$ cat config.mk
export PLATFORM = sky130hd
export DESIGN_NAME = hpt_walker
export DESIGN_NICKNAME = d
export VERILOG_FILES = /design/src/rtl/hpt_walker_pkg.sv /design/src/rtl/hpt_hash.sv /design/src/rtl/hpt_head_table.sv /design/src/rtl/hpt_node_cmp.sv /design/src/rtl/hpt_walker.sv
export SDC_FILE = /design/constraint.sdc
export NUM_CORES = 1
export LEC_CHECK = 0
export BUFFER_PORTS_ARGS = -buffer_cell sky130_fd_sc_hd__buf_2
export CORE_UTILIZATION = 58
export DETAILED_ROUTE_END_ITERATION = 7
export PLACE_DENSITY = 0.8
export SYNTH_ARGS = -nofsm -noshare
export SYNTH_HDL_FRONTEND = slang
export SYNTH_HIERARCHICAL = 1
export SYNTH_SLANG_ARGS = --single-unit
$ cat constraint.sdc
create_clock -name clk -period 4.1 [get_ports clk]
set_input_delay 0.82 -clock clk [delete_from_list [all_inputs] [get_ports clk]]
set_output_delay 0.82 -clock clk [all_outputs]
set_load 0.05 [all_outputs]
$ cat src/rtl/hpt_walker_pkg.sv
package hpt_walker_pkg;

    typedef enum logic [2:0] {
        WS_IDLE,
        WS_HASH,
        WS_FETCH,
        WS_MATCH,
        WS_REPLY
    } walk_state_e;

    localparam int unsigned NULL_LINK = 0;

    function automatic int unsigned node_width(input int unsigned vpn_w,
                                               input int unsigned frame_w,
                                               input int unsigned ptr_w);
        return vpn_w + frame_w + ptr_w;
    endfunction

endpackage

$ cat src/rtl/hpt_hash.sv
module hpt_hash #(
    parameter int VPN_W  = 16,
    parameter int HASH_W = 4
) (
    input  logic [VPN_W-1:0]  vpn,
    output logic [HASH_W-1:0] bucket
);
    localparam int HALF = VPN_W / 2;

    logic [HALF-1:0] folded;

    assign folded = vpn[VPN_W-1 -: HALF] ^ vpn[HALF-1:0];
    assign bucket = folded[HASH_W-1:0];

endmodule

$ cat src/rtl/hpt_head_table.sv
module hpt_head_table #(
    parameter int HASH_W = 4,
    parameter int PTR_W  = 8
) (
    input  logic              clk,
    input  logic              rst,
    input  logic              wr_en,
    input  logic [HASH_W-1:0] wr_idx,
    input  logic [PTR_W-1:0]  wr_ptr,
    input  logic [HASH_W-1:0] rd_idx,
    output logic [PTR_W-1:0]  rd_ptr
);
    localparam int NBUCKET = 1 << HASH_W;

    logic [PTR_W-1:0] heads [NBUCKET];

    always_ff @(posedge clk) begin
        if (rst) begin
            for (int i = 0; i < NBUCKET; i++) begin
                heads[i] <= '0;
            end
        end else if (wr_en) begin
            heads[wr_idx] <= wr_ptr;
        end
    end

    assign rd_ptr = heads[rd_idx];


    head_write_lands_chk: assert property (@(posedge clk) disable iff (rst)
        wr_en |=> (heads[$past(wr_idx)] == $past(wr_ptr)));

endmodule

$ cat src/rtl/hpt_node_cmp.sv
module hpt_node_cmp #(
    parameter int VPN_W   = 16,
    parameter int FRAME_W = 12,
    parameter int PTR_W   = 8
) (
    input  logic [VPN_W+FRAME_W+PTR_W-1:0] node_word,
    input  logic [VPN_W-1:0]               want_vpn,
    output logic                           hit,
    output logic [FRAME_W-1:0]             frame,
    output logic [PTR_W-1:0]               link,
    output logic                           link_null
);
    localparam int LINK_LO  = 0;
    localparam int FRAME_LO = PTR_W;
    localparam int VPN_LO   = PTR_W + FRAME_W;

    logic [VPN_W-1:0] node_vpn;

    assign node_vpn  = node_word[VPN_LO   +: VPN_W];
    assign frame     = node_word[FRAME_LO +: FRAME_W];
    assign link      = node_word[LINK_LO  +: PTR_W];
    assign hit       = (node_vpn == want_vpn);
    assign link_null = (link == PTR_W'(hpt_walker_pkg::NULL_LINK));

endmodule

$ cat src/rtl/hpt_walker.sv
module hpt_walker
    import hpt_walker_pkg::*;
#(
    parameter int VPN_W     = 16,
    parameter int OFF_W     = 12,
    parameter int FRAME_W   = 12,
    parameter int PTR_W     = 8,
    parameter int HASH_W    = 4,
    parameter int MAX_CHAIN = 8
) (
    input  logic                                   clk,
    input  logic                                   rst,
    input  logic                                   tbl_we,
    input  logic [HASH_W-1:0]                      tbl_bucket,
    input  logic [PTR_W-1:0]                       tbl_head,
    input  logic                                   req_valid,
    input  logic [VPN_W+OFF_W-1:0]                 req_vaddr,
    output logic                                   req_ready,
    output logic                                   mem_rd_en,
    output logic [PTR_W-1:0]                       mem_addr,
    input  logic [node_width(VPN_W,FRAME_W,PTR_W)-1:0] mem_rdata,
    output logic                                   resp_valid,
    output logic                                   resp_fault,
    output logic [FRAME_W+OFF_W-1:0]               resp_paddr
);
    localparam int VA_W  = VPN_W + OFF_W;
    localparam int PA_W  = FRAME_W + OFF_W;
    localparam int CNT_W = $clog2(MAX_CHAIN + 1);

    walk_state_e        state;
    logic [VPN_W-1:0]   vpn_q;
    logic [OFF_W-1:0]   off_q;
    logic [PTR_W-1:0]   cur_ptr;
    logic [CNT_W-1:0]   visits;
    logic               fault_q;
    logic [PA_W-1:0]    paddr_q;

    logic [HASH_W-1:0]  bucket;
    logic [PTR_W-1:0]   head_ptr;
    logic               node_hit;
    logic [FRAME_W-1:0] node_frame;
    logic [PTR_W-1:0]   node_link;
    logic               node_link_null;
    logic               limit_hit;

    hpt_hash #(.VPN_W(VPN_W), .HASH_W(HASH_W)) hash_i (
        .vpn    (vpn_q),
        .bucket (bucket)
    );

    hpt_head_table #(.HASH_W(HASH_W), .PTR_W(PTR_W)) heads_i (
        .clk    (clk),
        .rst    (rst),
        .wr_en  (tbl_we),
        .wr_idx (tbl_bucket),
        .wr_ptr (tbl_head),
        .rd_idx (bucket),
        .rd_ptr (head_ptr)
    );

    hpt_node_cmp #(.VPN_W(VPN_W), .FRAME_W(FRAME_W), .PTR_W(PTR_W)) cmp_i (
        .node_word (mem_rdata),
        .want_vpn  (vpn_q),
        .hit       (node_hit),
        .frame     (node_frame),
        .link      (node_link),
        .link_null (node_link_null)
    );

    assign limit_hit = (visits == CNT_W'(MAX_CHAIN));

    always_ff @(posedge clk) begin
        if (rst) begin
            state   <= WS_IDLE;
            vpn_q   <= '0;
            off_q   <= '0;
            cur_ptr <= '0;
            visits  <= '0;
            fault_q <= 1'b0;
            paddr_q <= '0;
        end else begin
            case (state)
                WS_IDLE: begin
                    if (req_valid) begin
                        vpn_q <= req_vaddr[VA_W-1:OFF_W];
                        off_q <= req_vaddr[OFF_W-1:0];
                        state <= WS_HASH;
                    end
                end
                WS_HASH: begin
                    visits <= '0;
                    if (head_ptr == PTR_W'(NULL_LINK)) begin
                        fault_q <= 1'b1;
                        paddr_q <= '0;
                        state   <= WS_REPLY;
                    end else begin
                        cur_ptr <= head_ptr;
                        state   <= WS_FETCH;
                    end
                end
                WS_FETCH: begin
                    visits <= visits + 1'b1;
                    state  <= WS_MATCH;
                end
                WS_MATCH: begin
                    if (node_hit) begin
                        fault_q <= 1'b0;
                        paddr_q <= {node_frame, off_q};
                        state   <= WS_REPLY;
                    end else if (node_link_null || limit_hit) begin
                        fault_q <= 1'b1;
                        paddr_q <= '0;
                        state   <= WS_REPLY;
                    end else begin
                        cur_ptr <= node_link;
                        state   <= WS_FETCH;
                    end
                end
                WS_REPLY: begin
                    state <= WS_IDLE;
                end
                default: begin
                    state <= WS_IDLE;
                end
            endcase
        end
    end

    assign req_ready  = (state == WS_IDLE);
    assign mem_rd_en  = (state == WS_FETCH);
    assign mem_addr   = cur_ptr;
    assign resp_valid = (state == WS_REPLY);
    assign resp_fault = fault_q;
    assign resp_paddr = paddr_q;

    // Checker-side count of reads made since the last accepted request
    logic [CNT_W:0] chk_reads;

    always_ff @(posedge clk) begin
        if (rst) begin
            chk_reads <= '0;
        end else if (req_valid && req_ready) begin
            chk_reads <= '0;
        end else if (mem_rd_en) begin
            chk_reads <= chk_reads + 1'b1;
        end
    end


    one_read_per_node_chk: assert property (@(posedge clk) disable iff (rst)
        mem_rd_en |=> !mem_rd_en);


    read_bound_chk: assert property (@(posedge clk) disable iff (rst)
        chk_reads <= (CNT_W+1)'(MAX_CHAIN));


    hit_needs_read_chk: assert property (@(posedge clk) disable iff (rst)
        (resp_valid && !resp_fault) |-> (chk_reads != '0));


    accept_goes_busy_chk: assert property (@(posedge clk) disable iff (rst)
        (req_valid && req_ready) |=> !req_ready);


    reply_pulse_chk: assert property (@(posedge clk) disable iff (rst)
        resp_valid |=> (!resp_valid && req_ready));


    fault_zero_addr_chk: assert property (@(posedge clk) disable iff (rst)
        (resp_valid && resp_fault) |-> (resp_paddr == '0));

endmodule

==> flow_summary_export.csv, run 1 <==
group,metric,value,unit
cts,cts_root_buffer,"clkbuf_16",
cells_and_area,layout.cells.most_common,"and2_1",
place,io_buffers,115,
routing,routed_via_density,5.87,
cts,cts.sinks,196,
logic_synthesis,synthesized_area_fraction_occupied_by_xor_and_xnor_cells,1.97,%
setup_path,setup.worst_path.start_class,"flip-flop",
logic_synthesis,syn_inst,704,
sta,rsz0062_at_grt,"false",
routing,dr_drc_count,0,
global_routing,largest_net_degree_at_the_start_of_global_routing,45,
setup_path,rrSetupSlack,0.69,ns
setup_path,timing.critical_path.required,4.43,ns
cells_and_area,layout.cells.most_common_list,"and2_1, edfxtp_1, buf_2",
routing,avgRoutedWirePerCell,19.5,um
logic_synthesis,yosys_register_bits,196,
sta,max_freq,293,MHz
global_routing,gr-max-usage-layer,"met2",
global_routing,global_route_wire_length_before_repair,30.6,mm
place,place_congestion,0.828,
place,dp.final_hpwl,13.3,mm
cells_and_area,multiInputGateArea,0.00336,sq mm
cells_and_area,num-nets-final,868,
cells_and_area,final_layout_size_suffix_gt1_share,30.7,%
routing,drt_first_iter_violations,507,
floorplan,core_outline_area,0.0148,sq mm
cts,cts_buffer_count,17,
place,placed_cells,951,
logic_synthesis,synth_edf_count,128,
logic_synthesis,muxShareOfSynthArea,8.23,%
cts,cts_tree,"built",
global_routing,grt_pass1_vias,5832,
sta,min_period,3.41,ns
logic_synthesis,synthAdderAreaFrac,0.281,%
sta,final.period_utilization,83.2,%
cts,clk_path_buf_depth,2,
global_routing,grt_util_met3,6.84,%
sta,fin_worst_skew,0.0119,ns
cts,clock_insertion_delay_worst_skew,0.44,ns
sta,finalSetupViolations,0,
floorplan,floorplan.rows,44,
floorplan,die_h,126,um
cts,holdBufCountCts,0,
cells_and_area,diodes,0,
logic_synthesis,synth_compound_area_share,9.10,%
logic_synthesis,mappedNetlistNets,786,
global_routing,met2_usage,42.6,%
power_and_ir_drop,ir_drop,327,uV
setup_path,timing.critical_path.arrival,3.74,ns
cts,cts-resized-gates,0,
place,place_ws,0.709,ns
setup_path,worstPathMaxFanout,32,
routing,routed_wirelength,19.2,mm
logic_synthesis,synth_top_family_by_area,"simple AND/OR/NAND/NOR gates",
routing,num_vias,5766,
routing,firstDrtPassIters,7,
power_and_ir_drop,p_leak,3.82,nW
flow_run,cap_viol_max_count,0,
cts,h_tree_depth,4,
logic_synthesis,async_reset_ff_share,0,%
logic_synthesis,synth.distinct_cells,49,
sta,slew_viol_final,0,
logic_synthesis,ys_seq_area_share,58.5,%
routing,drt.antenna.violating_nets,0,
global_routing,met1_usage_grt,31.9,%
cells_and_area,ff_latch_area,0.00520,sq mm
floorplan,die_x,126,um
floorplan,initial_core_util,60.3,%
cells_and_area,finish.utilization,68.6,%
sta,max_slew.worst_pin.slew,0.993,ns
power_and_ir_drop,power_density,462,mW/mm^2
global_routing,grt.total_usage,25.7,%
setup_path,crit_type,"flip-flop to flip-flop",
floorplan,io_pins,116,
logic_synthesis,synthFlopType,"edfxtp_1",
cts,clock_edge_transition_at_the_registers_on_the_reported_setup_and_hold_paths,0.07,ns
cells_and_area,post_layout_nonfiller_instances,983,
setup_path,critical_path.endpoint_type,"flip-flop",
cells_and_area,fillers,1049,
floorplan,floorplan.die_area,0.0158,sq mm
logic_synthesis,synthesis.area_per_instance,12.6,sq um
logic_synthesis,syn_area,0.00890,sq mm
sta,timing.final.ws_setup,0.690,ns
global_routing,grt.overflow.total,0,
min_path,min_path_type,"flip-flop to flip-flop",
cts,post_cts_setup_driven_buffer_insertion_count,0,
cells_and_area,area_growth,13.8,%
global_routing,antenna_found_initial,0,
outcome,outcome,"finished, final reports clean",
sta,hold_viol_final,0,
logic_synthesis,yosys_warns,6,
logic_synthesis,synth_simple_gate_area_share,17.8,%
sta,timing.slew.headroom,33.8,%
sta,fin_setup_tns,0,ns
-- cells by family after synthesis --
kind of cell               count (synthesis)
and+or+nand+nor                          281
buffers and inverters                     70
muxes                                     33
DFF                                      196
xor gates and xnor gates                  20
adders and majority gates                  2
AOI/OAI and AO/OA                        102
-- report_power, final --
part / internal (mW) / switching, mW / total (mW)
Combinational: 0.260 / 0.381 / 0.641
Sequential: 2.21 / 0.0541 / 2.26
Clock: 1.05 / 0.720 / 1.77
Total: 3.52 / 1.15 / 4.68
-- state kept, by name (all words and copies together) (netlist names) --
signal and flops:
heads_i/heads 128, resp_paddr 24, vpn_q 16, off_q 12
mem_addr 8, visits 4, state 3, resp_fault 1
-- path summary, 6_finish.rpt --
kind,start,endpoint,depth (start not counted)
setup / recovery,vpn_q[0],resp_paddr[6],9
hold / removal,off_q[3],off_q[3],2
setup reg to reg,vpn_q[0],resp_paddr[6],9
hold reg to reg,off_q[3],off_q[3],2
-- metal layers --
layer	up-vias	share of wire, %	routed length [um]
met4	0	2.7	520
li1	2689	-	-
met2	238	48	9320
met5	-	0	0
met1	2798	42	8010
met3	41	7.1	1360
-- stage by stage --
step,hold slack (ns),power (mW),instance area [sq um]
after CTS,0.458,4.70,10100
after global routing,0.483,4.84,10100
after global placement,0.442,2.92,9480
after detailed placement,0.450,2.94,9480
final,0.456,4.68,10100
after floorplan,0.437,2.75,8900
-- critical path, cell delays in order, from the launching register on --
cell and delay, ns:
dfxtp_1 0.47, xor2_4 0.19, buf_12 0.27, mux4_2 0.55
a22oi_1 0.34, nand2_1 0.13, nor4_1 0.37, a21o_1 0.33
a31oi_4 0.31, a22o_2 0.30
-- cell type report --
cell class / instances / share of cell area [%]
sequential: 196 / 51.4
clock inverter: 11 / 1.26
tap: 184 / 2.27
timing repair buffer: 123 / 6.40
multi-input combinational: 438 / 33.2
clock buffer: 21 / 5.08
inverter: 10 / 0.371
-- Yosys cell counts (all sizes together), types with 17 or more instances --
library cell	number	share of area (%)
clkbuf	27	1.1
and2	132	9.3
nor2	18	0.84
nand2	68	2.9
a21oi	34	1.9
mux4	32	8.1
a22o	24	2.6
buf	33	2.5
edfxtp	128	43
dfxtp	68	15
a22oi	17	1.4
Power figures use the tool's default switching activity.
==> run 2, diff against run 1 <==
--- a/config.mk
+++ b/config.mk
@@ -6,9 +6,9 @@
 export NUM_CORES = 1
 export LEC_CHECK = 0
 export BUFFER_PORTS_ARGS = -buffer_cell sky130_fd_sc_hd__buf_2
-export CORE_UTILIZATION = 58
+export CORE_UTILIZATION = 52
 export DETAILED_ROUTE_END_ITERATION = 7
-export PLACE_DENSITY = 0.8
+export PLACE_DENSITY = 0.76
 export SYNTH_ARGS = -nofsm -noshare
 export SYNTH_HDL_FRONTEND = slang
 export SYNTH_HIERARCHICAL = 1
==> constraint.sdc (replaced) <==
create_clock -name clk -period 3.1 [get_ports clk]
set_input_delay 0.62 -clock clk [delete_from_list [all_inputs] [get_ports clk]]
set_output_delay 0.62 -clock clk [all_outputs]
set_load 0.05 [all_outputs]
==> flow_summary_export.csv, run 2 (synthesis results as in run 1) <==
group,metric,value,unit
global_routing,grt.overflow.total,0,
flow_run,cap_viol_max_count,0,
sta,fin_worst_skew,0.00812,ns
routing,num_vias,5922,
routing,routed_wirelength,20.6,mm
cells_and_area,layout.cells.most_common_list,"and2_1, edfxtp_1, buf_2",
cells_and_area,post_layout_nonfiller_instances,1051,
cts,clk_path_buf_depth,2,
place,dp.final_hpwl,14.2,mm
cts,cts_tree,"built",
global_routing,grt_pass1_vias,5884,
floorplan,floorplan.rows,47,
cells_and_area,layout.cells.most_common,"and2_1",
min_path,min_path_type,"primary input to flip-flop",
routing,firstDrtPassIters,4,
power_and_ir_drop,p_leak,3.97,nW
global_routing,antenna_found_initial,0,
routing,avgRoutedWirePerCell,19.6,um
setup_path,crit_type,"flip-flop to flip-flop",
power_and_ir_drop,ir_drop,434,uV
routing,detailroute.wirelength.met3,1.33,mm
power_and_ir_drop,power_density,586,mW/mm^2
setup_path,worstPathMaxFanout,8,
floorplan,die_x,133,um
routing,detailroute.wirelength.met2,10.3,mm
routing,metal1_wirelength,8.67,mm
routing,maxUsedRoutingLayer,"met4",
floorplan,floorplan.die_area,0.0176,sq mm
cells_and_area,diodes,0,
floorplan,core_outline_area,0.0166,sq mm
sta,finalSetupViolations,0,
sta,hold_viol_final,0,
place,placed_cells,1012,
setup_path,crit_path_max_delay_cell_type,"mux4_2",
cells_and_area,top_reg_by_flops,"heads_i/heads",
setup_path,crit_buf_inv,5,
routing,dr_drc_count,0,
setup_path,crit_family,"compound AO/OA/AOI/OAI gates",
routing,drt.antenna.violating_nets,0,
setup_path,critical_path.endpoint_type,"flip-flop",
place,place_congestion,0.849,
setup_path,ordered_cell_list_for_the_critical_path,"xor2_4, buf_12, buf_12, clkbuf_16, mux4_2, a22oi_2, nand2_2, nor4_4, a21o_1, buf_4, buf_4, a21o_4, a221oi_2",
global_routing,global_route_wire_length_before_repair,31.5,mm
cells_and_area,largest_register_ffs,128,
place,io_buffers,115,
sta,timing.final.ws_setup,0.0692,ns
floorplan,initial_core_util,53.5,%
setup_path,rrSetupSlack,0.07,ns
cts,clock_insertion_delay_worst_skew,0.44,ns
sta,min_period,3.03,ns
sta,max_slew.worst_pin.slew,0.952,ns
sta,timing.slew.headroom,36.5,%
sta,holdWs,0.402,ns
setup_path,timing.critical_path.arrival,3.33,ns
global_routing,largest_net_degree_at_the_start_of_global_routing,38,
cts,h_tree_depth,4,
cts,clock_edge_transition_at_the_registers_on_the_reported_setup_and_hold_paths,0.07,ns
cells_and_area,final_layout_size_suffix_gt1_share,35.0,%
routing,drt_first_iter_violations,424,
sta,fin_setup_tns,0,ns
cts,cts_buffer_count,17,
setup_path,setup.worst_path.start_class,"flip-flop",
setup_path,worst_path_largest_cell_delay,0.55,ns
sta,slew_viol_final,0,
floorplan,die_h,133,um
place,place_ws,0.0110,ns
cells_and_area,num-nets-final,900,
routing,routed_via_density,5.63,
place,place_area,0.00974,sq mm
floorplan,io_pins,116,
sta,max_freq,330,MHz
outcome,outcome,"finished, final reports clean",
cells_and_area,area_growth,18.1,%
cts,cts_root_buffer,"clkbuf_16",
power_and_ir_drop,post-layout-total-power,6.15,mW
global_routing,grt.total_usage,23.9,%
cells_and_area,fin_area,0.0105,sq mm
setup_path,timing.critical_path.required,3.40,ns
cts,cts.sinks,196,
cells_and_area,finish.utilization,63.1,%
sta,final.period_utilization,97.8,%
==> run 2: cell types whose count changed in the layout (fill, tap and decap cells not counted), sizes merged <==
cell,previous run,this run
bufinv,3,1
buf,123,153
clkinv,4,3
inv,14,18
clkinvlp,0,2
clkbuf,21,20
==> run 2: path summary, 6_finish.rpt <==
kind,from,end,depth (start not counted)
worst max-delay path,vpn_q[8],mem_addr[3],13
worst min-delay path,mem_rdata[19],resp_paddr[23],2
worst max register to register,vpn_q[8],mem_addr[3],13
worst min register to register,off_q[0],off_q[0],2
==> run 2: repair_timing <==
| item | 4_1_cts | 5_1_grt |
|---|---|---|
| buffers inserted | 0 | 4 |
| gates cloned | 0 | 3 |
| pin swaps | 0 | 7 |
| hold buffers | 0 | 0 |
| setup endpoints to repair | 8 | 34 |
| gates resized for setup | 1 | 19 |
==> run 2: report_power, final <==
| part | internal, mW | switching, mW |
|---|---|---|
| combinational | 0.471 | 0.559 |
| sequential | 2.92 | 0.0711 |
| clock | 1.13 | 1.00 |
| total | 4.52 | 1.63 |
==> run 2: cell type report <==
cell class | instances | area [sq um]
Fill cell | 1268 | 6140
Sequential cell | 196 | 5210
Multi-Input combinational cell | 438 | 3430
Timing Repair Buffer | 155 | 981
Clock buffer | 18 | 429
Tap cell | 220 | 275
Clock inverter | 14 | 139
Inverter | 10 | 37.5
==> run 2: metal layers <==
layer / vias to the layer above / GRT usage [%]
met3: 20 / 5.29
met5: - / 0
li1: 2759 / -
met2: 236 / 40.0
met1: 2907 / 30.6
met4: 0 / 8.75
